<file path="src/rtl/snap_pkg.sv">
package snap_pkg;
  typedef enum logic {PH_SUB = 1'b0, PH_SEC = 1'b1} rd_phase_e;
endpackage

</file>
<file path="src/rtl/snap_sync.sv">
module snap_sync #(
  parameter int STAGES = 2
) (
  input  logic clk,
  input  logic rst_n,
  input  logic din,
  output logic rise
);
  logic [STAGES-1:0] chain;
  logic              prev;

  always_ff @(posedge clk or negedge rst_n) begin
    if (!rst_n) begin
      chain <= '0;
      prev  <= 1'b0;
    end else begin
      chain <= {chain[STAGES-2:0], din};
      prev  <= chain[STAGES-1];
    end
  end

  assign rise = chain[STAGES-1] & ~prev;

  // a held level yields a single-cycle pulse
  a_r1_single_pulse: assert property (@(posedge clk) disable iff (!rst_n)
    rise |=> !rise);
endmodule

</file>
<file path="src/rtl/snap_fifo.sv">
module snap_fifo
  import snap_pkg::*;
#(
  parameter int DEPTH  = 4,
  parameter int SEC_W  = 32,
  parameter int SUB_W  = 32,
  parameter int WORD_W = 32,
  localparam int PTR_W = (DEPTH > 1) ? $clog2(DEPTH) : 1,
  localparam int CNT_W = $clog2(DEPTH + 1)
) (
  input  logic              clk,
  input  logic              rst_n,
  input  logic              push,
  input  logic [SEC_W-1:0]  push_sec,
  input  logic [SUB_W-1:0]  push_sub,
  output logic              push_ok,
  output logic [CNT_W-1:0]  count,
  output logic              out_valid,
  input  logic              out_ready,
  output logic [WORD_W-1:0] out_word,
  output logic              out_last
);
  logic [SEC_W-1:0] sec_mem [DEPTH];
  logic [SUB_W-1:0] sub_mem [DEPTH];
  logic [PTR_W-1:0] wr_ptr, rd_ptr;
  rd_phase_e        phase;
  logic             hs, pop;

  function automatic logic [PTR_W-1:0] bump(input logic [PTR_W-1:0] p);
    return (p == PTR_W'(DEPTH - 1)) ? '0 : p + PTR_W'(1);
  endfunction

  assign push_ok   = push && (count != CNT_W'(DEPTH));
  assign out_valid = (count != '0);
  assign hs        = out_valid && out_ready;
  assign pop       = hs && (phase == PH_SEC);
  assign out_last  = (phase == PH_SEC);
  assign out_word  = (phase == PH_SEC) ? WORD_W'(sec_mem[rd_ptr])
                                       : WORD_W'(sub_mem[rd_ptr]);

  always_ff @(posedge clk) begin
    if (push_ok) begin
      sec_mem[wr_ptr] <= push_sec;
      sub_mem[wr_ptr] <= push_sub;
    end
  end

  always_ff @(posedge clk or negedge rst_n) begin
    if (!rst_n) begin
      wr_ptr <= '0;
      rd_ptr <= '0;
      count  <= '0;
      phase  <= PH_SUB;
    end else begin
      if (push_ok) wr_ptr <= bump(wr_ptr);
      if (pop)     rd_ptr <= bump(rd_ptr);
      if (hs)      phase  <= (phase == PH_SUB) ? PH_SEC : PH_SUB;
      case ({push_ok, pop})
        2'b10:   count <= count + CNT_W'(1);
        2'b01:   count <= count - CNT_W'(1);
        default: count <= count;
      endcase
    end
  end

  // occupancy never exceeds the depth
  a_r5_count_bound: assert property (@(posedge clk) disable iff (!rst_n)
    count <= CNT_W'(DEPTH));
  // a stalled beat stays put
  a_r3_hold_beat: assert property (@(posedge clk) disable iff (!rst_n)
    (out_valid && !out_ready) |=> (out_valid && $stable(out_word) && $stable(out_last)));
  // a release without a push lowers the count by one
  a_r4_pop_dec: assert property (@(posedge clk) disable iff (!rst_n)
    (pop && !push) |=> (count == $past(count) - CNT_W'(1)));
  // a push into a full store without a release leaves the count alone
  a_r6_full_hold: assert property (@(posedge clk) disable iff (!rst_n)
    (push && count == CNT_W'(DEPTH) && !hs) |=> (count == CNT_W'(DEPTH)));
endmodule

</file>
<file path="src/rtl/snap_status.sv">
module snap_status (
  input  logic clk,
  input  logic rst_n,
  input  logic cap_done,
  input  logic cap_drop,
  input  logic pps_evt,
  input  logic stat_rd,
  output logic ts_irq,
  output logic stat_ovf,
  output logic stat_pps
);
  always_ff @(posedge clk or negedge rst_n) begin
    if (!rst_n) begin
      ts_irq   <= 1'b0;
      stat_ovf <= 1'b0;
      stat_pps <= 1'b0;
    end else begin
      ts_irq   <= cap_done | pps_evt | (ts_irq & ~stat_rd);
      stat_ovf <= cap_drop | (stat_ovf & ~stat_rd);
      stat_pps <= pps_evt | (stat_pps & ~stat_rd);
    end
  end

  // a capture raises the interrupt
  a_r7_capture_irq: assert property (@(posedge clk) disable iff (!rst_n)
    cap_done |=> ts_irq);
  // a read with no new event clears every flag
  a_r8_read_clears: assert property (@(posedge clk) disable iff (!rst_n)
    (stat_rd && !cap_done && !cap_drop && !pps_evt) |=> (!ts_irq && !stat_ovf && !stat_pps));
  // overflow stays until read
  a_r6_ovf_sticky: assert property (@(posedge clk) disable iff (!rst_n)
    (stat_ovf && !stat_rd) |=> stat_ovf);
endmodule

</file>
<file path="src/rtl/snap_capture_unit.sv">
module snap_capture_unit #(
  parameter int DEPTH  = 4,
  parameter int SEC_W  = 32,
  parameter int SUB_W  = 32,
  parameter int SYNC_STAGES = 2,
  localparam int WORD_W = (SEC_W > SUB_W) ? SEC_W : SUB_W,
  localparam int CNT_W  = $clog2(DEPTH + 1)
) (
  input  logic              clk,
  input  logic              rst_n,
  input  logic              trig_in,
  input  logic              cap_en,
  input  logic [SEC_W-1:0]  tm_sec,
  input  logic [SUB_W-1:0]  tm_subsec,
  input  logic              pps_evt,
  input  logic              stat_rd,
  output logic [CNT_W-1:0]  stat_count,
  output logic              stat_ovf,
  output logic              stat_pps,
  output logic              ts_irq,
  output logic              snap_valid,
  input  logic              snap_ready,
  output logic [WORD_W-1:0] snap_word,
  output logic              snap_last
);
  logic trig_rise, capture, cap_ok;

  snap_sync #(.STAGES(SYNC_STAGES)) u_sync (
    .clk(clk), .rst_n(rst_n), .din(trig_in), .rise(trig_rise));

  assign capture = trig_rise & cap_en;

  snap_fifo #(.DEPTH(DEPTH), .SEC_W(SEC_W), .SUB_W(SUB_W), .WORD_W(WORD_W)) u_fifo (
    .clk(clk), .rst_n(rst_n), .push(capture), .push_sec(tm_sec), .push_sub(tm_subsec),
    .push_ok(cap_ok), .count(stat_count), .out_valid(snap_valid), .out_ready(snap_ready),
    .out_word(snap_word), .out_last(snap_last));

  snap_status u_stat (
    .clk(clk), .rst_n(rst_n), .cap_done(cap_ok), .cap_drop(capture & ~cap_ok),
    .pps_evt(pps_evt), .stat_rd(stat_rd), .ts_irq(ts_irq), .stat_ovf(stat_ovf),
    .stat_pps(stat_pps));

  // with capture disabled the count cannot rise
  a_r9_gate: assert property (@(posedge clk) disable iff (!rst_n)
    !cap_en |=> (stat_count <= $past(stat_count)));
endmodule

</file>
<file path="config.mk">
export PLATFORM = sky130hd
export DESIGN_NAME = snap_capture_unit
export DESIGN_NICKNAME = d
export VERILOG_FILES = /design/src/rtl/snap_pkg.sv /design/src/rtl/snap_sync.sv /design/src/rtl/snap_fifo.sv /design/src/rtl/snap_status.sv /design/src/rtl/snap_capture_unit.sv
export SDC_FILE = /design/constraint.sdc
export NUM_CORES = 1
export LEC_CHECK = 0
export CAP_MARGIN = 15
export CORE_MARGIN = 10
export CORE_UTILIZATION = 60
export DETAILED_ROUTE_END_ITERATION = 6
export DONT_BUFFER_PORTS = 1
export GPL_TIMING_DRIVEN = 1
export PLACE_DENSITY = 0.8
export SLEW_MARGIN = 10
export SYNTH_ARGS = -nofsm -noshare
export SYNTH_HDL_FRONTEND = slang
export SYNTH_SLANG_ARGS = --single-unit
</file>
<file path="constraint.sdc">
create_clock -name clk -period 3.7 [get_ports clk]
set_input_delay 0.37 -clock clk [delete_from_list [all_inputs] [get_ports clk]]
set_output_delay 0.37 -clock clk [all_outputs]
set_load 0.01 [all_outputs]
</file>
# [Yosys cells after proc, flatten, opt, wreduce, memory -nomap -nowiden]
# Memory sizes are Yosys's and may differ from the RTL's.
# Index checks and enable logic that the tools add are counted.
[word_totals] elab_cells=45 rom_bits=0 output_inout_bits=40 in_bits=71 mem_bits_rw=256 mem_count=2 reg_bits=14 latchBits=0
[op_classes] div=0 n_eq_ne=5 bitwise_logic=13 multipliers=0 shift=0 n_lt_le_gt_ge=0 n_addsub=4 mux=7 reduce_logical=5
[memory_table] memory="u_fifo.sec_mem" depth=4 word_bits=32 read_ports=1 rd_ports_with_merged_regs=0 write_ports=1 line_no="snap_fifo.sv:23" rtl="logic [SEC_W-1:0] sec_mem [DEPTH];"
[memory_table] memory="u_fifo.sub_mem" depth=4 word_bits=32 read_ports=1 rd_ports_with_merged_regs=0 write_ports=1 line_no="snap_fifo.sv:24" rtl="logic [SUB_W-1:0] sub_mem [DEPTH];"
[op_table] cell="32-bit two-way mux" count=1
[op_table] cell="1-bit AND" count=6
[op_table] cell="2-bit equality test (second input constant)" count=3
[op_table] cell="3-bit case mux with 2 select lines" count=1
[op_table] cell="2-bit by 1-bit adder with 2-bit output (second input constant)" count=2
[op_table] cell="2-bit two-way mux" count=2
[op_table] cell="1-bit OR" count=4
[op_table] cell="3-bit by 1-bit adder with 3-bit output (second input constant)" count=1
[op_table] cell="1-bit logical AND" count=3
[op_table] cell="1-bit two-way mux" count=3
[op_table] cell="3-bit != test (second input constant)" count=1
[op_table] cell="1-bit NOT" count=3
[op_table] cell="3-bit nonzero test" count=1
[op_table] cell="3-bit by 1-bit subtractor with 3-bit output (second input constant)" count=1
[op_table] cell="2-bit by 1-bit equality test with 1-bit output (second input constant)" count=1
[op_table] cell="2-bit nonzero test" count=1

# [Depth between registers and ports, before layout]
[depth] depth_word=7 ltp_mapped=9 mapped_depth_nobuf=9

# [Cells and area by module]
# A second synthesis with hierarchy kept.
[hier_totals] hier_cells=427 area_unflattened_um2=10293.6
[modules_own_cells] mod="snap_fifo" cells_each=414 area_per_inst_um2=10084.7 n_inst=1 seq_area_each_um2=7887.6
[modules_own_cells] mod="snap_status" cells_each=7 area_per_inst_um2=105.1 n_inst=1 seq_area_each_um2=75.1
[modules_own_cells] mod="snap_sync" cells_each=4 area_per_inst_um2=88.8 n_inst=1 seq_area_each_um2=75.1
[modules_own_cells] mod="snap_capture_unit" cells_each=2 area_per_inst_um2=15.0 n_inst=1 seq_area_each_um2=0.0

# [Least setup slack after synthesis]
# No wires, ideal clock.
[synth_path] path_type="register -> register" startpoint="register u_fifo.count[0]" endpoint="memory u_fifo.sec_mem[0][0] (enable)" path_stages_with_launch=4 setup_time_ns=0.429 slack_ns=0.817 t_arrival_ns=2.454 required_ns=3.271 path_buffers=0 synth_period_minus_slack_ns=2.883 cell_sequence="dfrtp_1 > nor2_1 > a21oi_1 > and2_1"
[synth_via] elab_chain_cells=4
[synth_lines] element="start: declaration" line_no="snap_fifo.sv:17" rtl="output logic [CNT_W-1:0] count,"
[synth_lines] element="start signal: assignment" line_no="snap_fifo.sv:59" rtl="2'b10: count <= count + CNT_W'(1);"
[synth_lines] element="start signal: assignment" line_no="snap_fifo.sv:60" rtl="2'b01: count <= count - CNT_W'(1);"
[synth_lines] element="start signal: assignment" line_no="snap_fifo.sv:61" rtl="default: count <= count;"
[synth_lines] element="3-bit != test" line_no="snap_fifo.sv:33" rtl="assign push_ok = push && (count != CNT_W'(DEPTH));"
[synth_lines] element="1-bit logical AND" line_no="snap_fifo.sv:33"
[synth_lines] element="1-bit two-way mux" line_no="snap_fifo.sv:42" rtl="if (push_ok) begin"
[synth_lines] element="1-bit two-way mux (implied by the code)" line_no="snap_fifo.sv:43" rtl="sec_mem[wr_ptr] <= push_sec;"
[synth_lines] element="end: declaration" line_no="snap_fifo.sv:23"
# No other way between the ends.

# [Worst setup path in the final report]
[layout_path] startpoint="register u_fifo.rd_ptr[0]" endpoint="output snap_word[21]"
[layout_via] elab_chain_cells=2 elab_cells_between_ends=3 cone_classes="1 x mux; 2 x memory"
[layout_lines] element="start: declaration" line_no="snap_fifo.sv:25" rtl="logic [PTR_W-1:0] wr_ptr, rd_ptr;"
[layout_lines] element="start signal: assignment" line_no="snap_fifo.sv:56" rtl="if (pop) rd_ptr <= bump(rd_ptr);"
[layout_lines] element="memory 4 x 32 bit, on equally long branches"
[layout_lines] element="32-bit two-way mux *" line_no="snap_fifo.sv:38" rtl="assign out_word = (phase == PH_SEC) ? WORD_W'(sec_mem[rd_ptr])"
[layout_lines] element="end: declaration" line_no="snap_capture_unit.sv:23" rtl="output logic [WORD_W-1:0] snap_word,"
# Mark *: on every way between the ends. The rest lies on a longest branch, timed or not.

==> summary.txt <==
Status
  – Status: finished, final reports clean

STA
  – Unrepaired setup endpoints after global routing: false
  – Setup Viol. Count Final: 0
  – Fin. max-slew vios: 0
  – Final Hold Fails: 0
  – Clk_skew: 0.00712 ns
  – Min cycle time layout: approximately 3.1 ns
  – Fin crit share: between 80% and 90%
  – Actual slew at the worst max-slew pin: about 1.0 ns
  – Slew Limit Headroom: ~31%
  – Hold Slack: about 0.067 ns
  – Setup_tns: 0 ns
  – Fmax: 320 MHz

Worst setup path
  – Crit path kind: reg2out
  – Endpoint class of the critical path: primary output
  – Critical path required time: between 3 and 4 ns
  – Startpoint Class: flop
  – CP Max Fanout: 47
  – Worst Path Arrival: ~2.8 ns

Floorplan
  – Die width: about 150 um
  – Die Y: between 150 and 200 um
  – Initial Utilization: 61.5%
  – Row count: between 40 and 50
  – Die footprint: 22,800 sq um
  – Core ar.: 16,700 sq um
  – I/O pin count: around 110

Detailed routing
  – Final ANT Viol Nets: 0
  – TritonRoute pass-1 iters: 5
  – Total vias in the final route: 4,473
  – Iteration-0 DRC Markers: between 200 and 300
  – Drt total wl: 18,400 um
  – DRC Markers: 0
  – Detail-routed net length per standard cell: approximately 25 um
  – Via-to-Cell Ratio: 5.99

Yosys
  – Share of synthesized registers carrying an async set or reset: roughly 5.2%
  – Register area share after synthesis: 78.2%
  – Post-Synthesis Cell Area: between 10,000 and 15,000 sq um
  – #FFs+latches synth: 270
  – Commonest cells post-synth: edfxtp_1, mux4_2, mux2_2
  – Count leader, synth: edfxtp_1
  – Yosys cell types: 26
  – Syn Nets: just over 500
  – YS warnings: 0
  – Area leader, netlist: edfxtp_1
  – Top-area cell type share of the netlist area: approximately 75%
  – Post-synth EDFFs: around 260
  – Post-Synthesis Cells: 426
  – Most used DFF post-synth: edfxtp_1
  – Mean post-synth cell area: between 20 and 25 sq um
  – Synth top area cells: edfxtp_1, mux4_2, mux2_2

Clock network
  – CTS tree: yes
  – TritonCTS Buffers: 27
  – Clk_lat worst skew: approximately 0.51 ns
  – CTS clock-pin slew for the worst setup and hold paths: 0.06 ns
  – Number of clock sinks: 270
  – Setup Fix Bufs, Post-CTS: 0
  – CTS root buf: clkbuf_16
  – Clock tree buffer depth: 3
  – H-Tree Depth: 1

Hold path
  – Hold WC Path Type: in2reg

Placement
  – Routability cong.: between 0.6 and 0.7
  – Port-buffer cells: 0
  – Post-DP HPWL: 10,200 um

Layout
  – Fraction of layout cells with a size suffix above 1: 27.3%
  – Nets: about 590
  – Area Overhead vs Synth: 17.0%
  – Final Core Density: between 70 and 80%

Power and ir drop
  – Lkg Pwr: 3.91 nW
  – Final Power: 8.40 mW
  – Peak VDD IR: around 540 uV
  – Pwr Density: ~700 nW/um^2

Run
  – Max_cap viols: 0

GRT
  – Initial antenna violation count: 1
  – Pin count of the biggest net entering global routing: between 60 and 70
  – GR Overflow Total: 0
  – Vias in the first global route: about 4.8k
  – First-pass GRT wire length: about 29,000 um
  – GRT Total Usage: 16.4%
-- stage by stage --
step / instance area (sq um) / cells / setup WS, ns
finish: 12000 / 747 / 0.573
global route: 12000 / 745 / 0.387
CTS: 12000 / 744 / 0.518
detailed placement: 10500 / 630 / 1.07
global placement: 10500 / 630 / 1.11
floorplan: 10300 / 426 / 0.817
-- layer usage --
metal | vias to the layer above | global-route usage, % | part of all wire (%)
met5 | - | 0 | 0
met4 | 0 | 3.18 | 1.2
met3 | 25 | 4.95 | 8.2
met2 | 162 | 26.4 | 51
met1 | 2331 | 22.2 | 40
li1 | 1955 | - | -
-- cell type report --
cell class,instances,area [sq um]
flip-flops and latches,270,8040
repair buffers,70,721
clock inverters,16,155
clock buffers,30,687
well taps,220,275
multi-input cells,130,2110
fillers,966,4670
diodes,3,7.51
inverters,8,30.0
-- sequential cells by signal (all words and copies together), names as in the netlist --
name             flops
u_stat.ts_irq        1
u_stat.stat_pps      1
u_sync.chain         2
u_fifo.rd_ptr        2
u_sync.prev          1
u_fifo.wr_ptr        2
u_fifo.count         3
u_fifo.out_last      1
u_stat.stat_ovf      1
u_fifo.sec_mem     128
u_fifo.sub_mem     128
-- report_power, final --
group,internal [mW],switching [mW],total [mW]
sequential,3.57,0.402,3.97
clock,1.53,1.04,2.57
combinational,1.06,0.804,1.86
-- path summary, 6_finish.rpt --
kind / start / end / slack (ns) / cells past startpoint
worst max-delay path: u_fifo.rd_ptr[0]$_DFFE_PN0P_ / snap_word[21] / 0.57 / 3
worst max register to register: u_fifo.count[0]$_DFFE_PN0P_ / u_fifo.sub_mem[0][28]$_DFFE_PP_ / 1.19 / 3
worst min register to register: u_sync.chain[0]$_DFF_PN0_ / u_sync.chain[1]$_DFF_PN0_ / 0.36 / 0
min in group asynchronous: rst_n / u_stat.stat_pps$_DFF_PN0_ / 0.31 / 1
max in group asynchronous: rst_n / u_fifo.rd_ptr[0]$_DFFE_PN0P_ / 2.94 / 1
worst min-delay path: cap_en / u_stat.stat_ovf$_DFF_PN0_ / 0.07 / 2
-- logic make-up after synthesis --
kind of cell    Yosys count  share of synthesized area (%)
flops                   270                           78.2
mux                     100                           18.1
buf+inv                  26                           1.40
simple gates             14                          0.682
fa+ha+maj                 7                          0.925
compound gates            5                          0.341
xor+xnor                  4                          0.341
-- repair_timing --
| item | 4_1_cts | 5_1_grt |
|---|---|---|
| endpoints found under the hold margin | 274 | 0 |
| hold buffers | 68 | 0 |
| resized for setup | 0 | 0 |
-- placed cells by master, fill, tap and decap left out --
cell type      count
mux2_2            34
xnor2_1            2
dfrtp_2            2
mux4_1             4
dlygate4sd3_1     68
edfxtp_1         256
clkinv_2           9
clkinv_4           1
and2_4             4
clkbuf_16         27
clkinv_1           3
o2bb2ai_1          1
ha_1               6
bufinv_16          3
mux2_1             2
a21o_1             1
nand3_1            1
dfrtp_1           11
nand2_1            3
buf_12             2
clkbuf_1           3
inv_1              8
or3_1              1
o21ai_0            1
a211o_1            1
mux4_2            60
nor2_1             4
a21oi_1            1
dfrtp_4            1
diode_2            3
xor2_1             2
nand3b_1           1
fa_1               1
-- critical path, cell delays in order (launching register included) --
cell	delay (ns)
dfrtp_4	1.00
buf_12	0.30
mux4_2	0.55
mux2_2	0.32
No activity file was read; power rests on OpenSTA's default activity.
